## config.mk

```make
export PLATFORM = sky130hd
export DESIGN_NAME = pwm_lockstep
export DESIGN_NICKNAME = d
export VERILOG_FILES = /design/src/rtl/pwm_lockstep_pkg.sv /design/src/rtl/pwm_cfg_bank.sv /design/src/rtl/pwm_chan_core.sv /design/src/rtl/pwm_lockstep.sv
export SDC_FILE = /design/constraint.sdc
export NUM_CORES = 2
export LEC_CHECK = 0
export ABC_AREA = 1
export CAP_MARGIN = 20
export CORE_ASPECT_RATIO = 1.75
export CORE_UTILIZATION = 55
export DETAILED_ROUTE_END_ITERATION = 8
export PLACE_DENSITY = 0.73
export SLEW_MARGIN = 40
export SYNTH_ARGS = -nofsm -noshare
export SYNTH_HDL_FRONTEND = slang
export SYNTH_SLANG_ARGS = --single-unit
```

## constraint.sdc

```tcl
create_clock -name clk -period 2.81 [get_ports clk]
set_input_delay 0.7025 -clock clk [delete_from_list [all_inputs] [get_ports clk]]
set_output_delay 0.7025 -clock clk [all_outputs]
set_load 0.01 [all_outputs]
```

## src/rtl/pwm_lockstep_pkg.sv

```systemverilog
// Package: shared write-action encoding for the lockstep PWM block.
// Assumes: one action per write cycle; encoding is visible on the wr_kind port.
package pwm_lockstep_pkg;
    typedef enum logic [1:0] {
        WK_PERIOD = 2'd0,
        WK_HIGH   = 2'd1,
        WK_STAGE  = 2'd2,
        WK_COMMIT = 2'd3
    } wr_kind_e;
endpackage

```

## src/rtl/pwm_cfg_bank.sv

```systemverilog
// Module: pwm_cfg_bank
// Holds the per-channel shadow period and high-time settings, the staged
// run bits and the committed run bits.
// Assumes: wr_ch is in range when a period or high-time write targets a channel.
module pwm_cfg_bank
    import pwm_lockstep_pkg::*;
#(
    parameter int NUM_CH = 4,
    parameter int CNT_W  = 32,
    parameter int CH_W   = 2
) (
    input  logic                          clk,
    input  logic                          rst_n,
    input  logic                          wr_en,
    input  logic [1:0]                    wr_kind,
    input  logic [CH_W-1:0]               wr_ch,
    input  logic [CNT_W-1:0]              wr_data,
    output logic [NUM_CH-1:0][CNT_W-1:0]  sh_period,
    output logic [NUM_CH-1:0][CNT_W-1:0]  sh_high,
    output logic [NUM_CH-1:0]             run_commit
);
    logic [NUM_CH-1:0] run_stage;

    // Staged and committed run bits: staged by WK_STAGE, copied over by WK_COMMIT.
    always_ff @(posedge clk) begin
        if (!rst_n) begin
            run_stage  <= '0;
            run_commit <= '0;
        end else if (wr_en && wr_kind == WK_STAGE) begin
            run_stage  <= wr_data[NUM_CH-1:0];
        end else if (wr_en && wr_kind == WK_COMMIT) begin
            run_commit <= run_stage;
        end
    end

    for (genvar g = 0; g < NUM_CH; g++) begin : g_shadow
        logic [CNT_W-1:0] period_q;
        logic [CNT_W-1:0] high_q;

        // Shadow settings of channel g, written only by writes addressed to it.
        always_ff @(posedge clk) begin
            if (!rst_n) begin
                period_q <= '0;
                high_q   <= '0;
            end else if (wr_en && wr_ch == CH_W'(g)) begin
                if (wr_kind == WK_PERIOD) period_q <= wr_data;
                if (wr_kind == WK_HIGH)   high_q   <= wr_data;
            end
        end

        assign sh_period[g] = period_q;
        assign sh_high[g]   = high_q;
    end

    AST_COMMIT_ONLY: assert property (@(posedge clk) disable iff (!rst_n)
        !$stable(run_commit) |-> $past(wr_en && wr_kind == WK_COMMIT));
endmodule

```

## src/rtl/pwm_chan_core.sv

```systemverilog
// Module: pwm_chan_core
// One PWM channel: a tick counter with active settings that are reloaded from
// the shadow copies only at a period boundary or at start-up.
// Assumes: shadow settings and the committed run bit come from registers.
module pwm_chan_core #(
    parameter int CNT_W = 32
) (
    input  logic             clk,
    input  logic             rst_n,
    input  logic [CNT_W-1:0] sh_period,
    input  logic [CNT_W-1:0] sh_high,
    input  logic             run_commit,
    output logic             pwm_out
);
    logic             running;
    logic [CNT_W-1:0] tick;
    logic [CNT_W-1:0] act_period;
    logic [CNT_W-1:0] act_high;
    logic             last_tick;

    assign last_tick = running && (tick == act_period);

    // Counter and active settings: start, wrap with reload, or advance one tick.
    always_ff @(posedge clk) begin
        if (!rst_n) begin
            running    <= 1'b0;
            tick       <= '0;
            act_period <= '0;
            act_high   <= '0;
        end else if (!running) begin
            if (run_commit) begin
                running    <= 1'b1;
                tick       <= '0;
                act_period <= sh_period;
                act_high   <= sh_high;
            end
        end else if (last_tick) begin
            running    <= run_commit;
            tick       <= '0;
            act_period <= sh_period;
            act_high   <= sh_high;
        end else begin
            tick <= tick + 1'b1;
        end
    end

    // Output level: high below the high time, forced low on the last tick.
    always_comb pwm_out = running && (tick < act_high) && !last_tick;

    AST_TICK_STEP: assert property (@(posedge clk) disable iff (!rst_n)
        (running && tick != act_period) |=> (tick == $past(tick) + 1'b1));
    AST_TICK_WRAP: assert property (@(posedge clk) disable iff (!rst_n)
        (running && tick == act_period) |=> (tick == '0));
    AST_HOLD_SETTINGS: assert property (@(posedge clk) disable iff (!rst_n)
        (running && tick != act_period) |=> ($stable(act_period) && $stable(act_high)));
    AST_STOP_AT_END: assert property (@(posedge clk) disable iff (!rst_n)
        $fell(running) |-> $past(tick == act_period));
    AST_IDLE_ZERO: assert property (@(posedge clk) disable iff (!rst_n)
        !running |-> (tick == '0 && !pwm_out));
    AST_ZERO_PERIOD_LOW: assert property (@(posedge clk) disable iff (!rst_n)
        (running && act_period == '0) |-> !pwm_out);
endmodule

```

## src/rtl/pwm_lockstep.sv

```systemverilog
// Module: pwm_lockstep (top)
// Multi-channel PWM: a shared configuration bank feeds one counter core per
// channel; run bits are committed to all channels by one write.
// Assumes: one write action per cycle on the write port.
module pwm_lockstep #(
    parameter int NUM_CH = 4,
    parameter int CNT_W  = 32,
    localparam int CH_W  = (NUM_CH > 1) ? $clog2(NUM_CH) : 1
) (
    input  logic              clk,
    input  logic              rst_n,
    input  logic              wr_en,
    input  logic [1:0]        wr_kind,
    input  logic [CH_W-1:0]   wr_ch,
    input  logic [CNT_W-1:0]  wr_data,
    output logic [NUM_CH-1:0] pwm_out
);
    logic [NUM_CH-1:0][CNT_W-1:0] sh_period;
    logic [NUM_CH-1:0][CNT_W-1:0] sh_high;
    logic [NUM_CH-1:0]            run_commit;

    pwm_cfg_bank #(.NUM_CH(NUM_CH), .CNT_W(CNT_W), .CH_W(CH_W)) u_cfg (
        .clk        (clk),
        .rst_n      (rst_n),
        .wr_en      (wr_en),
        .wr_kind    (wr_kind),
        .wr_ch      (wr_ch),
        .wr_data    (wr_data),
        .sh_period  (sh_period),
        .sh_high    (sh_high),
        .run_commit (run_commit)
    );

    for (genvar c = 0; c < NUM_CH; c++) begin : g_chan
        pwm_chan_core #(.CNT_W(CNT_W)) u_core (
            .clk        (clk),
            .rst_n      (rst_n),
            .sh_period  (sh_period[c]),
            .sh_high    (sh_high[c]),
            .run_commit (run_commit[c]),
            .pwm_out    (pwm_out[c])
        );
    end
endmodule

```

# Yosys cells after proc, flatten, opt, wreduce, memory -nomap -nowiden
# Cells that the tools add are included.
word_totals:
  register_bits: 652
  in_bits: 39
  output_inout_bits: 4
  word_cells: 138
op_classes:
  n_addsub: 4
  magnitude_cmp: 4
  n_eq_ne: 14
  mux: 48
  bitwise_logic: 1
  n_reduce_logical: 41
ops:
  columns: ["operator", "count"]
  rows:
  - ["2-to-1 mux 32 bit", 36]
  - ["adder 32 x 1 -> 32 bit, second input constant", 4]
  - ["equality test 32 bit", 4]
  - ["less-than comparator 32 bit", 4]
  - ["AND reduction 2 bit", 13]
  - ["logical AND 1 bit", 18]
  - ["2-to-1 mux 1 bit", 12]
  - ["equality test 2 bit, second input constant", 4]
  - ["inequality test 2 bit, second input constant", 4]
  - ["nonzero test 2 bit", 4]
  - ["equality test 2 x 1 -> 1 bit, second input constant", 2]
  - ["zero test 1 bit", 4]
  - ["zero test 2 bit", 2]
  - ["NOT 1 bit", 1]

# Longest topological paths before layout
depth:
  ltp_word: 4
  depth_mapped: 14

# Cells and area by module
# From an unflattened synthesis, not the netlist that was laid out.
hier_totals:
  hier_cells: 5380
  hier_area_um2: 35444.0
by_module_without_submodules:
  columns: ["mod", "n_inst", "cells_per_inst", "area_per_inst_um2", "seq_area_each_um2"]
  rows:
  - ["pwm_chan_core at g_chan[0].u_core ...", 3, 975, 6346.1, 1941.9]
  - ["pwm_cfg_bank", 1, 1484, 10341.2, 5285.1]
  - ["pwm_chan_core at g_chan[1].u_core", 1, 971, 6064.6, 1941.9]

# Worst setup path before layout
# OpenSTA, ideal clock, no wires.
synth_timing:
  path_type: "register -> output"
  from: "register g_chan[3].u_core.tick[2]"
  to: "output port pwm_out[3]"
  arrival_ns: 1.559
  path_slack_ns: 0.549
  path_stages_with_launch: 14
  path_cell_list: "dfxtp_1 buf_2 nand2_1 nand2_1 nand2_1 nor2_1 nand2_1 nor2_1 nand3_1 buf_4 buf_2 inv_1 nor2_1 buf_4"
synth_via:
  elab_chain_len: 4
  word_cells_on_any_way: 6
  classes_between: "order compare (1); eq/ne (1); reduce/logical (4)"
synth_lines:
  columns: ["item", "line", "source"]
  rows:
  - ["from (decl)", "pwm_chan_core.sv:16", "logic [CNT_W-1:0] tick;"]
  - ["from (signal assigned)", "pwm_chan_core.sv:43", "tick <= tick + 1'b1;"]
  - ["branches (longest 3 deep; another with less-than comparator 32 bit)", null, null]
  - ["logical AND 1 bit (*)", "pwm_chan_core.sv:48", "always_comb pwm_out = running && (tick < act_high) && !last_tick;"]
  - ["to (decl)", "pwm_lockstep.sv:16", "output logic [NUM_CH-1:0] pwm_out"]
# Mark *: on every way between the ends.

# Final worst setup path
layout_timing:
  from: "register g_chan[2].u_core.tick[23]"
  to: "output port pwm_out[2]"
layout_via:
  elab_chain_len: 4
  word_cells_on_any_way: 6
  classes_between: "order compare (1); eq/ne (1); reduce/logical (4)"
layout_lines:
  columns: ["item", "line"]
  rows:
  - ["from (decl)", "pwm_chan_core.sv:16"]
  - ["from (signal assigned)", "pwm_chan_core.sv:43"]
  - ["branches (longest 3 deep; another with less-than comparator 32 bit)", null]
  - ["logical AND 1 bit (*)", "pwm_chan_core.sv:48"]
# Marks and branches as above.

==> metrics.md <==
| Metric | Value |
|---|---|
| Result of the run | `complete, but fails checks` |
| Violations in the final reports | `setup timing` |
| I/O pin cnt | `43` |
| Clock skew | `0.0239 ns` |
| DRT Pass-1 Iters | `8` |
| Post-detailed-route count of antenna-violating nets | `0` |
| CTS clock-pin slew for the worst setup and hold paths | `0.06 ns` |
| Final Slew Violations | `0` |
| Post-synthesis adder-cell area fraction | `4.85%` |
| Full die area | `0.0611 mm^2` |
| Cell types occupying the most area after synthesis | `dfxtp_1, nor2_1, nand2_1` |
| Final #Nets | `5118` |
| Detail-routed net length per standard cell | `16.8 um` |
| Share of synthesized area spent on multiplexers | `0%` |
| Synth area leader | `dfxtp_1` |
| Worst slew pin tran | `0.758 ns` |
| Worst Reg2Reg Path Length in Cells | `14` |
| H-tree level count | `2` |
| Vias in the first global route | `29523` |
| Buffer cell driving the clock tree root | `clkbuf_16` |
| Number of buffers inserted for hold repair after clock tree synthesis | `0` |
| Setup slack of the critical path after layout | `-0.135 ns` |
| Upper clock frequency limit | `0.340 GHz` |
| CP Data Arrival Time | `2.24 ns` |
| Post-synthesis instance area | `0.0330 mm^2` |
| Global placer's final weighted congestion | `0.993` |
| P per Cell Area | `567 mW/mm^2` |
| Post-route DRC violation count | `0` |
| Kind of start point of the critical path | `flop` |
| TritonCTS clock tree | `yes` |
| Number of cells traversed by the worst hold path | `2` |
| Insertion delay to the later sink of the worst-skew pair | `0.63 ns` |
| Final global-route overflow total | `0` |
| Num rows | `118` |
| Relative max-transition margin | `49.4%` |
| Via Count | `31339` |
| Post-detailed-placement cell area | `0.0350 mm^2` |
| Initial antenna violation count | `2` |
| Clock sink count | `652` |
| Number of endpoints with negative hold slack in the final report | `0` |
| Min cycle time layout | `2.95 ns` |
| Portion of synthesized cell area occupied by the leading cell type | `39.5%` |
| Overall die width | `187 um` |
| Post-synthesis to final-layout area growth | `15.5%` |
| Worst endpoint required time | `2.11 ns` |
| Syn nets | `5092` |
| Compound-Gate Fraction of Synth Area | `12.0%` |
| Dominant combinational cell family by area after synthesis | `simple AND/OR/NAND/NOR gates` |
| Sequential-to-total area share from yosys stat | `39.5%` |
| Post-route design area | `0.0381 mm^2` |
| Core Util, Final | `64.4%` |
| Longest Clk Path Bufs | `3` |
| Total length of routed wires | `96.9 mm` |
| Tightest Hold Check Type | `flop to flop` |
| Peak fanout along the critical path | `6` |
| Count of routing violations after the opening detailed-route iteration | `2157` |
| Core area | `0.0592 mm^2` |
| Number of warning messages in the yosys log | `0` |
| Number of CTS-inserted buffers | `59` |
| Per-instance average area after synthesis | `6.71 um^2` |
| Final period utilization | `105%` |
| Area share of xor/xnor cells in the synthesized design | `3.66%` |
| Leakage dissipation | `0.0170 uW` |
| Number of diodes added for antenna fixing | `0` |
| Die outline height | `326 um` |
| Synth unique cells | `33` |
| Layout cell share with drive strength beyond 1 | `11.3%` |
| Initial cell density of the core | `55.8%` |
| Placed wire-length estimate | `65.7 mm` |
| Post-placement worst setup slack | `-0.0939 ns` |
| Count of input and output buffers | `42` |
| Sort of element at the end of the critical path | `primary output` |
| Post-Synth Simple-Gate Area | `30.7%` |
| Critical path class | `flop to primary output` |
| Final setup viols | `4` |
| Setup repair after global routing missed its margin | `true` |
| Register bit total from synthesis | `652` |
| Max capacitance violation total | `0` |
| Wire length of the first global-routing pass | `153 mm` |
| Maximum number of pins on one net before global-route repair | `130` |
| Worst IR Drop VDD | `444 uV` |
| GRT Overall Usage | `31.1%` |
| Cell count after synthesis | `4925` |
| Ratio of routed vias to standard cells | `5.42` |
-- cell type report --
| type | count | area, um^2 |
|---|---|---|
| Clock buffer | 88 | 1770 |
| Multi-Input combinational cell | 3518 | 17900 |
| Sequential cell | 652 | 13100 |
| Inverter | 452 | 1700 |
| Timing Repair Buffer | 268 | 2330 |
| Fill cell | 5301 | 21100 |
| Tap cell | 780 | 976 |
| Clock inverter | 23 | 355 |
-- stage by stage --
stage / std cells / power, uW / hold WS, ns / TNS [ns]
6_report: 5781 / 21600 / 0.443 / -0.354
5_1_grt: 5781 / 22400 / 0.457 / -0.826
2_1_floorplan: 4925 / 11800 / 0.423 / 0
4_1_cts: 5777 / 21600 / 0.444 / -0.523
3_3_place_gp: 5664 / 12700 / 0.430 / -0.150
3_5_place_dp: 5664 / 12700 / 0.434 / -0.148
-- critical path, stage by stage, from the launching register on --
cell,delay [ns]
dfxtp_1,0.41
buf_4,0.18
xnor2_1,0.12
nand2_1,0.11
nor2_4,0.18
nand2_1,0.11
nor2_4,0.14
nand3_4,0.09
inv_1,0.11
nor2_4,0.05
buf_6,0.12
-- what timing repair did --
action                                  CTS  global route
endpoints found under the setup margin    4             4
pin swaps                                59            58
buffers inserted                          3             4
gates resized for setup                 109           125
-- cell families (layout without fill, tap and decap cells) --
group                      after synthesis  after routing
and+or+nand+nor                       2473           2473
buffers and inverters                  755            831
AOI/OAI and AO/OA                      779            779
xor gates and xnor gates               138            138
adders and majority gates              128            128
DFF                                    652            652
-- per-layer routing --
metal | GRT usage [%] | part of all wire, %
met1 | 35.2 | 39
met2 | 54.9 | 49
met3 | 3.23 | 4.5
met4 | 20.6 | 6.9
met5 | 0 | 0.013
-- synthesized netlist by cell type (all sizes together) --
library cell  instances
or2                   6
nand4                38
dfxtp               652
inv                 448
nand3b               38
nor3                 22
nor4                  4
nand2               960
o22ai                 5
o21bai                4
o31ai                 1
xnor2                95
a21o                  7
buf                 116
a31o                  4
clkbuf              187
xor2                 43
o21ai               293
ha                  128
o21a                  5
a21oi               460
clkinv                4
nand3               421
nor2                984
-- path summary, 6_finish.rpt --
path | startpoint | to | slack (ns)
hold reg to reg | u_cfg.g_shadow[0].period_q[5] | u_cfg.g_shadow[0].period_q[5] | 0.44
setup / recovery | g_chan[2].u_core.tick[23] | pwm_out[2] | -0.14
hold / removal | u_cfg.g_shadow[0].period_q[5] | u_cfg.g_shadow[0].period_q[5] | 0.44
setup reg to reg | g_chan[1].u_core.tick[9] | g_chan[1].u_core.act_period[15] | 0.33
-- layout by cell type, fill, tap and decap left out, types with 7 or more instances in the layout --
master,Yosys,final
clkbuf_16,0,61
dfxtp_2,0,35
o21ai_0,293,281
inv_1,440,417
xnor2_1,95,88
inv_2,8,31
buf_12,0,17
nor2_2,9,28
ha_1,128,83
clkdlybuf4s50_1,0,37
buf_4,11,207
nand2_2,0,24
nand2_1,960,935
nand3_2,2,7
nand3_1,419,410
nor2_1,974,947
ha_4,0,43
a21o_1,7,7
a21oi_2,0,23
nor3_1,20,13
o21ai_1,0,12
nor3_2,2,9
xor2_1,43,43
clkbuf_1,187,13
nand4_1,38,38
a21oi_1,460,437
bufinv_16,0,9
clkinv_2,0,10
dfxtp_1,652,613
clkbuf_8,0,14
xnor2_2,0,7
nand3b_1,38,38
nor2_4,1,9
-- state kept, by name, summed over array words and instances, names as in the netlist --
register	count
g_chan.u_core.act_high	128
g_chan.u_core.running	4
u_cfg.run_commit	4
g_chan.u_core.act_period	128
g_chan.u_core.tick	128
u_cfg.g_shadow.high_q	128
u_cfg.g_shadow.period_q	128
u_cfg.run_stage	4
-- power by group --
part	total [uW]	switching (uW)	internal, uW	leakage [uW]
Combinational	2940	1890	1040	0.0107
Clock	8880	3710	5170	0.00104
Sequential	9830	207	9620	0.00531
Note: power is estimated with default switching activity, not from simulation.
